===== config.mk =====
export PLATFORM = sky130hd
export DESIGN_NAME = lcf_fill_ctrl
export DESIGN_NICKNAME = d
export VERILOG_FILES = /design/src/rtl/lcf_pkg.sv /design/src/rtl/lcf_order.sv /design/src/rtl/lcf_line_buf.sv /design/src/rtl/lcf_fill_ctrl.sv
export SDC_FILE = /design/constraint.sdc
export NUM_CORES = 1
export LEC_CHECK = 0
export BUFFER_PORTS_ARGS = -buffer_cell sky130_fd_sc_hd__buf_2
export CAP_MARGIN = 20
export CELL_PAD_IN_SITES_DETAIL_PLACEMENT = 1
export CELL_PAD_IN_SITES_GLOBAL_PLACEMENT = 1
export CORE_MARGIN = 2
export CORE_UTILIZATION = 35
export CTS_BUF_LIST = sky130_fd_sc_hd__clkbuf_16
export DETAILED_ROUTE_END_ITERATION = 12
export PLACE_DENSITY = 0.64
export SLEW_MARGIN = 20
export SYNTH_ARGS = -nofsm -noshare
export SYNTH_HDL_FRONTEND = slang
export SYNTH_SLANG_ARGS = --single-unit

===== constraint.sdc =====
create_clock -name clk -period 4.4 [get_ports clk]
set_clock_uncertainty 0.15 [all_clocks]
set_input_delay 0.66 -clock clk [delete_from_list [all_inputs] [get_ports clk]]
set_output_delay 0.66 -clock clk [all_outputs]
set_load 0.05 [all_outputs]

===== src/rtl/lcf_pkg.sv =====
package lcf_pkg;
   typedef enum logic [0:0] {
      FS_IDLE = 1'b0,
      FS_FILL = 1'b1
   } fill_state_e;
endpackage


===== src/rtl/lcf_order.sv =====
module lcf_order #(
   parameter int WORDS   = 8,
   parameter int WRAP_EN = 1,
   parameter int IDX_W   = $clog2(WORDS)
) (
   input  logic             wrap,
   input  logic [IDX_W-1:0] crit,
   input  logic [IDX_W-1:0] beat,
   output logic [IDX_W-1:0] word
);
   generate
      if ((1 << IDX_W) != WORDS) begin : g_bad_words
         $error("lcf_order: WORDS must be a power of two");
      end
      if (WRAP_EN != 0) begin : g_wrap
         // Power-of-two line: modulo is plain truncation of the sum.
         assign word = wrap ? IDX_W'(crit + beat) : beat;
      end else begin : g_seq_only
         logic unused_wrap_in;
         assign unused_wrap_in = wrap ^ (^crit);
         assign word = beat;
      end
   endgenerate
endmodule


===== src/rtl/lcf_line_buf.sv =====
module lcf_line_buf #(
   parameter int WORDS  = 8,
   parameter int DATA_W = 32,
   parameter int IDX_W  = $clog2(WORDS)
) (
   input  logic              clk,
   input  logic              rst_n,
   input  logic              clr,
   input  logic              wr_en,
   input  logic [IDX_W-1:0]  wr_idx,
   input  logic [DATA_W-1:0] wr_data,
   input  logic [IDX_W-1:0]  rd_idx,
   output logic [DATA_W-1:0] rd_data,
   output logic [WORDS-1:0]  present
);
   logic [DATA_W-1:0] word_q [WORDS];

   generate
      for (genvar g = 0; g < WORDS; g++) begin : g_word
         always_ff @(posedge clk) begin
            if (!rst_n) begin
               word_q[g]  <= '0;
               present[g] <= 1'b0;
            end else if (clr) begin
               present[g] <= 1'b0;
            end else if (wr_en && (wr_idx == IDX_W'(g))) begin
               word_q[g]  <= wr_data;
               present[g] <= 1'b1;
            end
         end
      end
   endgenerate

   assign rd_data = word_q[rd_idx];


   single_write_chk: assert property (@(posedge clk) disable iff (!rst_n)
      wr_en && !clr |-> !present[wr_idx]);


   one_word_per_cycle_chk: assert property (@(posedge clk) disable iff (!rst_n)
      !$past(clr) |-> $countones(present) <= $countones($past(present)) + 1);
endmodule


===== src/rtl/lcf_fill_ctrl.sv =====
module lcf_fill_ctrl #(
   parameter int WORDS   = 8,
   parameter int DATA_W  = 32,
   parameter int LINE_AW = 10,
   parameter int WRAP_EN = 1,
   parameter int IDX_W   = $clog2(WORDS),
   parameter int CNT_W   = IDX_W + 1
) (
   input  logic               clk,
   input  logic               rst_n,
   input  logic               miss_req,
   input  logic [LINE_AW-1:0] miss_line,
   input  logic [IDX_W-1:0]   miss_word,
   input  logic               wrap_mode,
   output logic               busy,
   output logic               line_valid,
   output logic               mem_req,
   output logic [LINE_AW-1:0] mem_line,
   output logic [IDX_W-1:0]   mem_word,
   input  logic               mem_rvalid,
   input  logic [DATA_W-1:0]  mem_rdata,
   output logic               fill_we,
   output logic [LINE_AW-1:0] fill_line,
   output logic [IDX_W-1:0]   fill_word,
   output logic [DATA_W-1:0]  fill_data,
   output logic               cpu_restart,
   output logic [DATA_W-1:0]  restart_data,
   input  logic               cpu_rd,
   input  logic [IDX_W-1:0]   cpu_word,
   output logic               cpu_stall,
   output logic [DATA_W-1:0]  cpu_rdata
);
   import lcf_pkg::*;

   localparam logic [CNT_W-1:0] LAST_BEAT = CNT_W'(WORDS - 1);
   localparam logic [CNT_W-1:0] ALL_BEATS = CNT_W'(WORDS);

   generate
      if (WORDS < 2) begin : g_bad_len
         $error("lcf_fill_ctrl: WORDS must be at least 2");
      end
      if (DATA_W < 1 || LINE_AW < 1) begin : g_bad_width
         $error("lcf_fill_ctrl: DATA_W and LINE_AW must be positive");
      end
   endgenerate

   fill_state_e          state_q;
   logic [LINE_AW-1:0]   line_q;
   logic [IDX_W-1:0]     crit_q;
   logic                 wrap_q;
   logic [CNT_W-1:0]     req_cnt_q;
   logic [CNT_W-1:0]     rx_cnt_q;
   logic                 valid_q;
   logic                 accept;
   logic                 beat_in;
   logic                 last_beat;
   logic [IDX_W-1:0]     req_word;
   logic [IDX_W-1:0]     rx_word;
   logic [WORDS-1:0]     present;
   logic [DATA_W-1:0]    buf_rdata;

   assign busy      = (state_q == FS_FILL);
   assign accept    = miss_req && !busy;
   assign beat_in   = busy && mem_rvalid;
   assign last_beat = beat_in && (rx_cnt_q == LAST_BEAT);

   always_ff @(posedge clk) begin
      if (!rst_n) begin
         state_q   <= FS_IDLE;
         line_q    <= '0;
         crit_q    <= '0;
         wrap_q    <= 1'b0;
         req_cnt_q <= '0;
         rx_cnt_q  <= '0;
         valid_q   <= 1'b0;
      end else if (accept) begin
         state_q   <= FS_FILL;
         line_q    <= miss_line;
         crit_q    <= miss_word;
         wrap_q    <= wrap_mode;
         req_cnt_q <= '0;
         rx_cnt_q  <= '0;
         valid_q   <= 1'b0;
      end else if (busy) begin
         if (mem_req) begin
            req_cnt_q <= req_cnt_q + 1'b1;
         end
         if (beat_in) begin
            rx_cnt_q <= rx_cnt_q + 1'b1;
         end
         if (last_beat) begin
            state_q <= FS_IDLE;
            valid_q <= 1'b1;
         end
      end
   end

   lcf_order #(.WORDS(WORDS), .WRAP_EN(WRAP_EN), .IDX_W(IDX_W)) req_order_i (
      .wrap (wrap_q),
      .crit (crit_q),
      .beat (req_cnt_q[IDX_W-1:0]),
      .word (req_word)
   );

   lcf_order #(.WORDS(WORDS), .WRAP_EN(WRAP_EN), .IDX_W(IDX_W)) rx_order_i (
      .wrap (wrap_q),
      .crit (crit_q),
      .beat (rx_cnt_q[IDX_W-1:0]),
      .word (rx_word)
   );

   lcf_line_buf #(.WORDS(WORDS), .DATA_W(DATA_W), .IDX_W(IDX_W)) line_buf_i (
      .clk     (clk),
      .rst_n   (rst_n),
      .clr     (accept),
      .wr_en   (beat_in),
      .wr_idx  (rx_word),
      .wr_data (mem_rdata),
      .rd_idx  (cpu_word),
      .rd_data (buf_rdata),
      .present (present)
   );

   assign mem_req      = busy && (req_cnt_q < ALL_BEATS);
   assign mem_line     = line_q;
   assign mem_word     = req_word;

   assign fill_we      = beat_in;
   assign fill_line    = line_q;
   assign fill_word    = rx_word;
   assign fill_data    = mem_rdata;

   assign cpu_restart  = beat_in && (rx_word == crit_q);
   assign restart_data = mem_rdata;

   assign cpu_stall    = cpu_rd && busy && !present[cpu_word];
   assign cpu_rdata    = buf_rdata;
   assign line_valid   = valid_q;


   wrap_first_chk: assert property (@(posedge clk) disable iff (!rst_n)
      $past(accept) && $past(wrap_mode) && (WRAP_EN != 0) |-> mem_req && mem_word == $past(miss_word));


   seq_first_chk: assert property (@(posedge clk) disable iff (!rst_n)
      $past(accept) && !$past(wrap_mode) |-> mem_req && mem_word == '0);


   ignored_miss_chk: assert property (@(posedge clk) disable iff (!rst_n)
      busy && miss_req |=> $stable(mem_line));


   valid_idle_chk: assert property (@(posedge clk) disable iff (!rst_n)
      line_valid |-> !busy);


   single_restart_chk: assert property (@(posedge clk) disable iff (!rst_n)
      cpu_restart |=> !cpu_restart);


   req_in_fill_chk: assert property (@(posedge clk) disable iff (!rst_n)
      $rose(busy) |-> mem_req);
endmodule


==> results.yml <==
sta:
  fin_crit_sh_pct: 80.5
  period_minus_slack_ns: 3.54
  setup_ws_ns: 0.860
  tightest_slew_ns: 0.981
  setup_violations: 0
  drv_slew: 0
  relSlewSlack_pct: 34.5
  max_clock_freq_ghz: 0.282
  finalHoldViolCount: 0
  rsz0062_at_grt: "false"
  fin_tns_setup_ns: 0
layout:
  drive_above_1_share_pct: 33.8
  final_cell_mix: "nor2_1, edfxtp_1, buf_2"
  final_common_cell: "nor2_1"
  area_growth_pct: 14.8
  layout.nets: 1118
  diodes: 0
min_path:
  hp-class: "in -> reg"
floorplan:
  die_y_um: 196
  die_w_um: 196
  design.portCount: 182
  die_area_sq_um: 38500
  core_sq_um: 36500
  rows: 70
  start_util_pct: 35.4
placement:
  dp_hpwl_mm: 20.1
  place_congestion: 0.732
  post-place-ws_ns: 1.08
  port_buffers: 181
synth:
  avgSynthCellArea_sq_um: 13.7
  ys_seq_area_share_pct: 64.4
  synth_warnings: 0
  synth_area_sq_um: 12900
  synth-simple-area-share_pct: 10.9
  ys_ff_latch: 288
  synth-edff-count: 256
  muxShareOfSynthArea_pct: 14.7
  synth_fa_ha_area_share_pct: 0.696
  synth_top_family_by_area: "multiplexers"
  synthArstFlopShare_pct: 0
  synth-compound-area-share_pct: 1.74
  syn-num-nets: 1005
  synthCells: 945
  synth_top_flop_cell: "edfxtp_1"
  ys_types: 36
  synth_xor_area_share_pct: 0.919
global_route:
  grt_pass1_vias: 8223
  antenna_found_initial: 1
  track_usage_pct: 17.6
  grt_max_degree: 35
  grt_first_pass_wirelength_mm: 50.6
  grt.overflow.total: 0
clock_network:
  post_cts_buffers: 0
  clk_path_buf_depth: 3
  clock_latency_ns: 0.55
  cts-root-buf: "clkbuf_16"
  hold_buffers: 0
  cts_sinks: 288
  clk_pin_slew_worst_paths_ns: 0.06
  numCtsBuffers: 31
  h-tree-depth: 1
  cts_tree: "built"
  cts_resized: 0
status:
  status: "completed"
setup_path:
  crit_chain: "ha_1 > inv_1 > fa_1 > nand2_1 > o21ai_0 > xnor2_1 > nor4_1 > buf_2"
  crit_family: "adder cells"
  arrival_ns: 2.73
  worstPathMaxFanout: 5
  critical-path-slowest-cell: "fa_1"
  worstSetupPathType: "reg -> out"
  reg2reg_slack_ns: 1.10
  crit_path_end_kind: "primary output"
  cp-start-kind: "flop"
  path_buf_inv: 2
  slowest_delay_ns: 0.45
  cp.required_ns: 3.59
drt:
  dr.first_iter.drc_count: 514
  via_count: 7827
  wl_per_cell_um: 21.8
  final_antenna_net_count: 0
  drc: 0
  routed_wirelength_mm: 33.7
  firstDrtPassIters: 5
  viasPerCell: 5.06
power:
  p_per_area_nw_per_um2: 430
  ir_drop_uv: 286
  power.leakage_nw: 5.56
flow_run:
  max_cap_viol_count: 0
==> path summary, 6_finish.rpt <==
path                                 startpoint                                      to  cells after the start
max                    rx_cnt_q[0]$_SDFFE_PP0P_                             cpu_restart                      8
min reg2reg  line_buf_i.present[3]$_SDFFE_PP0N_      line_buf_i.present[3]$_SDFFE_PP0N_                      2
max reg2reg            rx_cnt_q[0]$_SDFFE_PP0P_  line_buf_i.word_q[2][12]$_SDFFCE_PN0P_                      8
min                                miss_line[8]               fill_line[8]$_SDFFE_PN0P_                      3
==> kinds of logic after synthesis <==
family | count (synthesis)
XOR/XNOR | 12
adder cells (fa/ha/maj) | 6
AO/OA/AOI/OAI | 33
multiplexers | 103
AND/OR/NAND/NOR | 363
flip-flops | 288
buffers and inverters | 140
==> final cells by class <==
type | count | area (sq um)
clock inverter | 22 | 180
clock buffer | 31 | 776
timing repair buffer | 210 | 1190
tap | 468 | 586
multi-input combinational | 517 | 3760
inverter | 10 | 37.5
sequential | 288 | 8330
fill | 3789 | 21700
==> layer usage <==
metal | routed length [um] | global-route usage [%]
met5 | 7 | 0
met3 | 1750 | 2.30
met4 | 462 | 3.40
met2 | 16600 | 30.1
met1 | 14900 | 24.1
==> where the power goes <==
part / total [mW] / internal (mW) / switching (mW)
clock: 2.48 / 1.44 / 1.04
combinational: 0.790 / 0.225 / 0.564
sequential: 3.11 / 3.08 / 0.0380
total: 6.39 / 4.74 / 1.64
==> synthesized netlist by cell type (2+ instances only) <==
cell type	n	share of area (%)
ha_1	4	0.39
buf_2	15	0.58
clkbuf_1	32	0.93
nor2b_1	2	0.097
a21oi_1	9	0.35
a21boi_0	15	0.87
dfxtp_1	32	5.0
edfxtp_1	256	59
mux2i_1	3	0.23
xor2_1	4	0.27
o211ai_1	2	0.12
buf_6	6	0.52
buf_4	74	4.3
mux4_2	66	11
mux2_2	34	3.0
or4b_1	2	0.15
nand2_1	81	2.4
nor2_1	270	7.8
xnor2_1	7	0.47
buf_1	3	0.087
inv_1	10	0.29
o21ai_0	3	0.12
fa_1	2	0.31
==> per-stage QoR <==
stage	cell area, sq um	total power [mW]	utilization (%)	instances	hold WS [ns]
global placement	13900	3.96	38.1	1493	0.284
finish	14900	6.39	40.7	1546	0.209
CTS	14900	6.45	40.7	1546	0.187
global route	14900	6.58	40.7	1546	0.212
detailed placement	13900	3.97	38.1	1493	0.294
floorplan	12900	3.77	-	945	0.272
==> worst register-to-register path, delay by kind of cell (launching register included) <==
kind	cells	cell delay (ns)
AO/OA/AOI/OAI	1	0.20
XOR/XNOR	1	0.18
adder cells (fa/ha/maj)	2	0.60
buffers and inverters	2	0.30
flip-flops	1	0.41
AND/OR/NAND/NOR	2	1.15
==> registers in the layout, indices dropped and copies added, names as in the netlist <==
register            flops
wrap_q                  1
line_valid              1
line_buf_i.present      8
line_buf_i.word_q     256
req_cnt_q               4
crit_q                  3
fill_line              10
rx_cnt_q                4
busy                    1
(Power assumes the default switching activity.)
